$ cat src/rtl/tap3_pkg.sv
package tap3_pkg;

  // One strobe per datapath stage, driven by the external controller.
  typedef struct packed {
    logic shift;
    logic load_sum;
    logic div_step;
    logic load_res;
    logic store;
  } tap3_ctl_t;

  // Action applied to the sum register in a cycle.
  typedef enum logic [1:0] {
    ACC_HOLD  = 2'd0,
    ACC_LOAD  = 2'd1,
    ACC_HALVE = 2'd2
  } tap3_acc_op_e;

  function automatic tap3_acc_op_e acc_op(input tap3_ctl_t c);
    if (c.load_sum)      return ACC_LOAD;
    else if (c.div_step) return ACC_HALVE;
    else                 return ACC_HOLD;
  endfunction

endpackage

$ cat src/rtl/tap3_window.sv
module tap3_window #(
  parameter int DATA_W = 16,
  parameter int TAPS   = 3
) (
  input  logic                         clk,
  input  logic                         rst,
  input  logic                         shift_en,
  input  logic [DATA_W-1:0]            sample_i,
  output logic [TAPS-1:0][DATA_W-1:0]  taps_o
);

  // Entry 0 is the newest sample, entry TAPS-1 the oldest.
  logic [TAPS-1:0][DATA_W-1:0] q;

  for (genvar k = 0; k < TAPS; k++) begin : g_entry
    if (k == 0) begin : g_head
      always_ff @(posedge clk) begin
        if (rst)           q[k] <= '0;
        else if (shift_en) q[k] <= sample_i;
      end
    end else begin : g_body
      always_ff @(posedge clk) begin
        if (rst)           q[k] <= '0;
        else if (shift_en) q[k] <= q[k-1];
      end
    end
  end

  assign taps_o = q;


  win_shift_chk: assert property (@(posedge clk) disable iff (rst)
    shift_en |=> (q[0] == $past(sample_i)) && (q[TAPS-1] == $past(q[TAPS-2])));


  win_hold_chk: assert property (@(posedge clk) disable iff (rst)
    !shift_en |=> $stable(q));

endmodule

$ cat src/rtl/tap3_accum.sv
module tap3_accum
  import tap3_pkg::*;
#(
  parameter int DATA_W = 16,
  parameter int TAPS   = 3,
  parameter int SUM_W  = DATA_W + $clog2(TAPS)
) (
  input  logic                         clk,
  input  logic                         rst,
  input  tap3_ctl_t                    ctl,
  input  logic [TAPS-1:0][DATA_W-1:0]  taps_i,
  output logic [SUM_W-1:0]             window_sum_o,
  output logic [SUM_W-1:0]             acc_o
);

  localparam logic [SUM_W-1:0] MAX_SUM =
    SUM_W'(TAPS * ((64'd1 << DATA_W) - 64'd1));

  // Single multi-operand adder over all taps.
  function automatic logic [SUM_W-1:0] sum_taps(
    input logic [TAPS-1:0][DATA_W-1:0] t);
    logic [SUM_W-1:0] s;
    s = '0;
    for (int k = 0; k < TAPS; k++) s = s + SUM_W'(t[k]);
    return s;
  endfunction

  // One-bit right shift, low bit dropped.
  function automatic logic [SUM_W-1:0] halve(input logic [SUM_W-1:0] v);
    return {1'b0, v[SUM_W-1:1]};
  endfunction

  logic [SUM_W-1:0] acc_q;
  tap3_acc_op_e     op;

  assign window_sum_o = sum_taps(taps_i);
  assign op           = acc_op(ctl);

  always_ff @(posedge clk) begin
    if (rst) acc_q <= '0;
    else begin
      unique case (op)
        ACC_LOAD:  acc_q <= window_sum_o;
        ACC_HALVE: acc_q <= halve(acc_q);
        default:   acc_q <= acc_q;
      endcase
    end
  end

  assign acc_o = acc_q;


  no_overflow_chk: assert property (@(posedge clk) disable iff (rst)
    acc_q <= MAX_SUM);


  sum_load_chk: assert property (@(posedge clk) disable iff (rst)
    ctl.load_sum |=> acc_q == $past(window_sum_o));


  halve_step_chk: assert property (@(posedge clk) disable iff (rst)
    (ctl.div_step && !ctl.load_sum) |=> acc_q == ($past(acc_q) >> 1));


  load_wins_chk: assert property (@(posedge clk) disable iff (rst)
    (ctl.div_step && ctl.load_sum) |=> acc_q == $past(window_sum_o));

endmodule

$ cat src/rtl/tap3_result.sv
module tap3_result #(
  parameter int DATA_W = 16,
  parameter int SUM_W  = 18
) (
  input  logic              clk,
  input  logic              rst,
  input  logic              load_res,
  input  logic              store,
  input  logic [SUM_W-1:0]  acc_i,
  output logic [DATA_W-1:0] result_o,
  output logic              result_valid_o
);

  function automatic logic [DATA_W-1:0] narrow(input logic [SUM_W-1:0] v);
    return v[DATA_W-1:0];
  endfunction

  logic              unused_hi;
  logic [DATA_W-1:0] res_q;
  logic [DATA_W-1:0] out_q;
  logic              vld_q;

  assign unused_hi = ^acc_i[SUM_W-1:DATA_W];

  always_ff @(posedge clk) begin
    if (rst) begin
      res_q <= '0;
      out_q <= '0;
      vld_q <= 1'b0;
    end else begin
      if (load_res) res_q <= narrow(acc_i);
      if (store)    out_q <= res_q;
      vld_q <= store;
    end
  end

  assign result_o       = out_q;
  assign result_valid_o = vld_q;


  publish_chk: assert property (@(posedge clk) disable iff (rst)
    store |=> result_valid_o && (result_o == $past(res_q)));


  hold_out_chk: assert property (@(posedge clk) disable iff (rst)
    !store |=> !result_valid_o && $stable(result_o));


  res_load_chk: assert property (@(posedge clk) disable iff (rst)
    load_res |=> res_q == $past(acc_i[DATA_W-1:0]));

endmodule

$ cat src/rtl/tap3_avg.sv
module tap3_avg
  import tap3_pkg::*;
#(
  parameter int DATA_W = 16,
  parameter int TAPS   = 3
) (
  input  logic              clk,
  input  logic              rst,
  input  logic [15:0]       sample_i,
  input  logic              shift_i,
  input  logic              load_sum_i,
  input  logic              div_step_i,
  input  logic              load_res_i,
  input  logic              store_i,
  output logic [15:0]       result_o,
  output logic              result_valid_o
);

  localparam int SUM_W = DATA_W + $clog2(TAPS);

  tap3_ctl_t                   ctl;
  logic [TAPS-1:0][DATA_W-1:0] taps;
  logic [SUM_W-1:0]            window_sum;
  logic [SUM_W-1:0]            acc;

  assign ctl = '{shift:    shift_i,
                 load_sum: load_sum_i,
                 div_step: div_step_i,
                 load_res: load_res_i,
                 store:    store_i};

  tap3_window #(.DATA_W(DATA_W), .TAPS(TAPS)) u_window (
    .clk      (clk),
    .rst      (rst),
    .shift_en (ctl.shift),
    .sample_i (DATA_W'(sample_i)),
    .taps_o   (taps)
  );

  tap3_accum #(.DATA_W(DATA_W), .TAPS(TAPS), .SUM_W(SUM_W)) u_accum (
    .clk          (clk),
    .rst          (rst),
    .ctl          (ctl),
    .taps_i       (taps),
    .window_sum_o (window_sum),
    .acc_o        (acc)
  );

  logic [DATA_W-1:0] res_w;

  tap3_result #(.DATA_W(DATA_W), .SUM_W(SUM_W)) u_result (
    .clk            (clk),
    .rst            (rst),
    .load_res       (ctl.load_res),
    .store          (ctl.store),
    .acc_i          (acc),
    .result_o       (res_w),
    .result_valid_o (result_valid_o)
  );

  assign result_o = 16'(res_w);


  pre_shift_sum_chk: assert property (@(posedge clk) disable iff (rst)
    (load_sum_i && shift_i) |=> acc == SUM_W'($past(taps[0])) +
                                       SUM_W'($past(taps[1])) +
                                       SUM_W'($past(taps[2])));


  reset_clear_chk: assert property (@(posedge clk)
    $past(rst) |-> (result_o == '0) && !result_valid_o);

endmodule

$ cat config.mk
export PLATFORM = sky130hd
export DESIGN_NAME = tap3_avg
export DESIGN_NICKNAME = d
export VERILOG_FILES = /design/src/rtl/tap3_pkg.sv /design/src/rtl/tap3_window.sv /design/src/rtl/tap3_accum.sv /design/src/rtl/tap3_result.sv /design/src/rtl/tap3_avg.sv
export SDC_FILE = /design/constraint.sdc
export NUM_CORES = 1
export LEC_CHECK = 0
export BUFFER_PORTS_ARGS = -buffer_cell sky130_fd_sc_hd__clkbuf_2
export CELL_PAD_IN_SITES_DETAIL_PLACEMENT = 0
export CELL_PAD_IN_SITES_GLOBAL_PLACEMENT = 1
export CORE_MARGIN = 3
export CORE_UTILIZATION = 40
export DETAILED_ROUTE_END_ITERATION = 7
export HOLD_SLACK_MARGIN = 0.05
export PLACE_DENSITY = 0.72
export SYNTH_ARGS = -nofsm -noshare
export SYNTH_HDL_FRONTEND = slang
export SYNTH_SLANG_ARGS = --single-unit
$ cat constraint.sdc
create_clock -name clk -period 4.7 [get_ports clk]
set_input_delay 1.175 -clock clk [delete_from_list [all_inputs] [get_ports clk]]
set_output_delay 1.175 -clock clk [all_outputs]
set_load 0.05 [all_outputs]
# Word level (Yosys, flattened, before mapping)
# Cells that the tools add are included.
# op_classes
add_sub_neg,2
n_reduce_logical,1
muxes,3
n_eq_ne,2
# op_table
cell,count
case mux 18 bit (2 select lines),1
adder 18 x 16 -> 18 bit,1
adder 16 x 16 -> 17 bit,1
two-way mux 2 bit,2
equality test 2 x 1 -> 1 bit (second input constant),1
equality test 2 bit (second input constant),1
nonzero test 2 bit,1
# totals
elab_cells,15
output_inout_bits,17
ff_bits,99

# Longest topological paths before layout
# logic_depth
depth_word,4
depth_mapped,18
depth_no_buf,18

# Hierarchy
# A second synthesis with hierarchy kept.
# unflattened
hier_cells,476
hier_area_um2,4859.7
# by_module_without_submodules
mod,cells_each,n_inst,seq_area_each_um2,area_each_um2
tap3_accum,215,1,360.3,1941.9
tap3_window,155,1,960.9,1729.2
tap3_result,106,1,660.6,1188.6

# Worst setup path after synthesis
# OpenSTA, ideal clock, no wires.
# synth_path
kind,register to register
from,"register u_window.q, in the netlist u_window.taps_o[1]"
to,register u_accum.acc_q[15] (netlist: u_accum.acc_o[15])
required_ps,4614
arrival_ps,3290
path_stages_with_launch,17
setup_slack_ps,1324
path_buffers,0
setup_ps,86
path_cell_list,dfxtp_1 -> ha_1 -> a21o_1 -> a21oi_1 -> o21ai_1 -> a31oi_1 -> o21bai_1 -> a21oi_1 -> xnor2_1 -> ha_1 -> and3_1 -> a221oi_1 -> o21ai_0 -> a41oi_1 -> a21oi_1 -> xnor2_1 -> a211oi_1
# synth_via
elab_chain_cells,3
# synth_rtl
item,line,source
start: declaration,tap3_window.sv:13,logic [TAPS-1:0][DATA_W-1:0] q;
start signal: indexed assignment,tap3_window.sv:19,else if (shift_en) q[k] <= sample_i;
adder 16 x 16 -> 17 bit,tap3_accum.sv:24,for (int k = 0; k < TAPS; k++) s = s + SUM_W'(t[k]);
adder 18 x 16 -> 18 bit,tap3_accum.sv:24,
case mux 18 bit (2 select lines),tap3_accum.sv:42,unique case (op)
end signal: assignment,tap3_accum.sv:43,ACC_LOAD: acc_q <= window_sum_o;
end signal: assignment,tap3_accum.sv:44,ACC_HALVE: acc_q <= halve(acc_q);
end signal: assignment,tap3_accum.sv:45,default: acc_q <= acc_q;
end: declaration,tap3_accum.sv:33,logic [SUM_W-1:0] acc_q;
# No other way between the ends.
# A chain may end at the register's enable or synchronous reset.

# Final worst setup path
# Same ends and word-level chain as after synthesis.

==> results.md <==
- Via-per-instance ratio: between 4 and 5
- Die area: approximately 0.014 mm2
- # diodes: 0
- Worst-path clk slew: ~0.070 ns
- Synth Area in Compound Gates: 0.137
- Fillers: 1200
- Layout Skew: 0.00737 ns
- Period minus WS final: 3.77 ns
- CP cell instances: ha_1, a21o_1, a21oi_1, o21ai_1, a31oi_1, o21bai_1, a21oi_1, xnor2_1, ha_1, and3_1, a221oi_1, o21ai_0, a41oi_1, a21oi_1, xnor2_1, a211oi_1
- CTS Sinks: between 90 and 100
- Synthesized area per cell: 9.44 um2
- Cts repair resizes: 0
- Combinational share of power: 0.122
- First-pass GRT wire length: 16700 um
- Gr ovfl total: 0
- Adder-cell share of the synthesized area: 0.0929
- Sequential share of power: 0.481
- Worst path slowest cell: a41oi_1
- DP Worst Slack: between 0.9 and 1 ns
- Number of buffers created by CTS: 9
- Largest area contributor in the netlist: dfxtp_1
- Placer congestion estimate: 0.773
- Skew-Pair Late Insertion Delay: around 0.35 ns
- Post-synth ARST share: 0
- Area growth syn-to-layout: 12.4%
- Arr. time, crit path: around 4.0 ns
- Post-synthesis xor/xnor area fraction: 0.0454
- Overall Global Routing Usage: 0.143
- # DRC: 0
- Count of final setup violators: 0
- CTS Hold Bufs: 0
- Synth warn: 0
- Core area: around 0.012 mm2
- Largest family of logic cells by synthesized area: multiplexers
- Fin. max-slew vios: 0
- Syn Inst Count: 531
- Post-CTS Setup Bufs: 0
- Post-synth EDFFs: 0
- Switching pwr: around 480 uW
- Tightest Hold Check Type: register to register
- IO Count: 40
- # port buffers: 39
- 1st-pass router iterations: 4
- Row cnt: 40
- Slowest stage delay, CP: 0.38 ns
- Die Y: approximately 120 um
- Worst-path maximum fanout: 5
- CTS max path bufs: 2
- Final WL: roughly 9000 um
- Worst setup EP type: register
- Via Count: 3572
- Routed Antenna Nets: 0
- Syn_nets: 590
- Die width: around 120 um
- Synth top area cells: dfxtp_1, mux2i_1, ha_1, nor2_1, a211oi_1
- Post-Syn Area: ~0.0050 mm2
- Register area share after synthesis: 0.395
- Maximum VDD drop: 0.000229 V
- Tcrit/Tclk final: 0.801
- Detail Placement HPWL: about 6700 um
- Synth Register Bits: just under 100
- Final worst setup slack: around 0.93 ns
- Initial Util: 0.414
- Area share of the largest cell type after synthesis: 0.395
- Clock Tree Root: clkbuf_16
- H-Tree Depth: 3
- Sw Share: 0.258
- Initial antenna violation count: 0
- Clock share of power: 0.397
- Achievable frequency: around 270 MHz
- Internal Power: roughly 1.4 mW
- Register area: slightly below 0.002 mm2
- Nets: between 600 and 700
- RSZ-0062 raised after global routing: no
- Routed WL per cell: about 13 um
- Synth unique cells: 44
- Leak: 2.63 nW
- Vias in the first global route: approximately 3500
- CTS tree: built
- Status: complete, no violations
- Post-synthesis simple-gate area fraction: 0.127
- Post-synth top flop: dfxtp_1
- Worst setup SP type: register
- Commonest cells post-synth: dfxtp_1, nor2_1, mux2i_1, ha_1
- Final Hold Fails: 0
- WP data required: 4.97 ns
- Post-synthesis mux area share: 0.174
- Final Util: 0.465
- Worst Max-Slew Pin Slew: about 0.66 ns
- Pin count of the biggest net entering global routing: 39
- Max-Slew Margin vs Limit: 0.562
- Pwr dens: 332 mW/mm2
- Multi-input gate area in the final layout: between 0.002 and 0.003 mm2
- Critical path type: register to register
- Ratio of cells with drive above 1 in the final layout: 0.109
- 1st-iter DRT viols: 170
- Setup TNS: 0 ns
- Max_cap viols: 0
- Top cell by count, worst path: a21oi_1
==> sequential cells by signal, indices dropped and copies added, names as in the netlist <==
register,cells
u_accum.acc_o,18
u_result.res_q,16
u_result.result_o,16
u_result.result_valid_o,1
u_window.taps_o,48
==> routing by layer <==
| layer | global-route usage | wire length (um) | vias up |
|---|---|---|---|
| li1 | - | - | 1936 |
| met1 | 0.207 | 5120 | 1580 |
| met2 | 0.208 | 3700 | 45 |
| met3 | 0.0288 | 292 | 11 |
| met4 | 0.0571 | 165 | 0 |
| met5 | 0 | 0 | - |
==> through the flow <==
step,hold WS (ns),area [um2],power [mW],instances
after CTS,0.499,5630,1.89,729
after global routing,0.522,5630,1.96,729
after detailed placement,0.483,5330,1.15,713
final,0.493,5630,1.87,729
after floorplan,0.460,5010,1.10,531
after global placement,0.471,5330,1.14,713
==> placed cells by master, fill, tap and decap left out, types with 3 or more instances in the layout <==
master     instances
o21a_1             5
o21bai_1           4
ha_1              34
xor2_1             8
nor2_1            99
dfxtp_1           99
a211oi_1          26
nand2_1            8
o21ai_0            9
clkbuf_16          9
and3_1             5
o31ai_1            3
buf_4              3
a31oi_1            5
nor2b_1           13
xnor2_1           18
inv_1             10
clkbuf_2          38
mux2i_1           87
a21oi_1           26
a21o_1            12
nor3_1             4
==> area by class of cell <==
type / count / share of cell area
Multi-Input combinational cell: 394 / 0.512
Sequential cell: 99 / 0.352
Clock buffer: 9 / 0.0400
Timing Repair Buffer: 42 / 0.0386
Tap cell: 168 / 0.0373
Clock inverter: 7 / 0.0135
Inverter: 10 / 0.00666
==> path summary, 6_finish.rpt <==
| check | from | to | slack [ns] | cells after the start |
|---|---|---|---|---|
| min reg2reg | u_result.result_o[15] | u_result.result_o[15] | 0.49 | 2 |
| max | u_window.taps_o[1] | u_accum.acc_o[15] | 0.93 | 16 |
| min | u_result.result_o[15] | u_result.result_o[15] | 0.49 | 2 |
| max reg2reg | u_window.taps_o[1] | u_accum.acc_o[15] | 0.93 | 16 |
==> critical path, delay by kind of cell (launching register included) <==
kind / cells / cell delay, ns
simple gates: 1 / 0.19
xor+xnor: 2 / 0.29
fa+ha+maj: 2 / 0.60
compound gates: 11 / 2.27
flops: 1 / 0.34
==> power groups by stage <==
stage          Sequential [mW]  Combinational (mW)  Clock, mW
2_1_floorplan            0.919               0.177          0
3_3_place_gp             0.917               0.226          0
3_5_place_dp             0.918               0.228          0
4_1_cts                  0.899               0.230      0.763
5_1_grt                  0.904               0.258      0.801
6_report                 0.899               0.228      0.742
==> logic make-up (layout without fill, tap and decap cells) <==
kind of cell | Yosys count | after routing
adder cells (fa/ha/maj) | 36 | 36
AO/OA/AOI/OAI | 102 | 102
flip-flops | 99 | 99
buffers and inverters | 38 | 68
AND/OR/NAND/NOR | 143 | 143
multiplexers | 87 | 87
XOR/XNOR | 26 | 26
(Power assumes the default switching activity.)
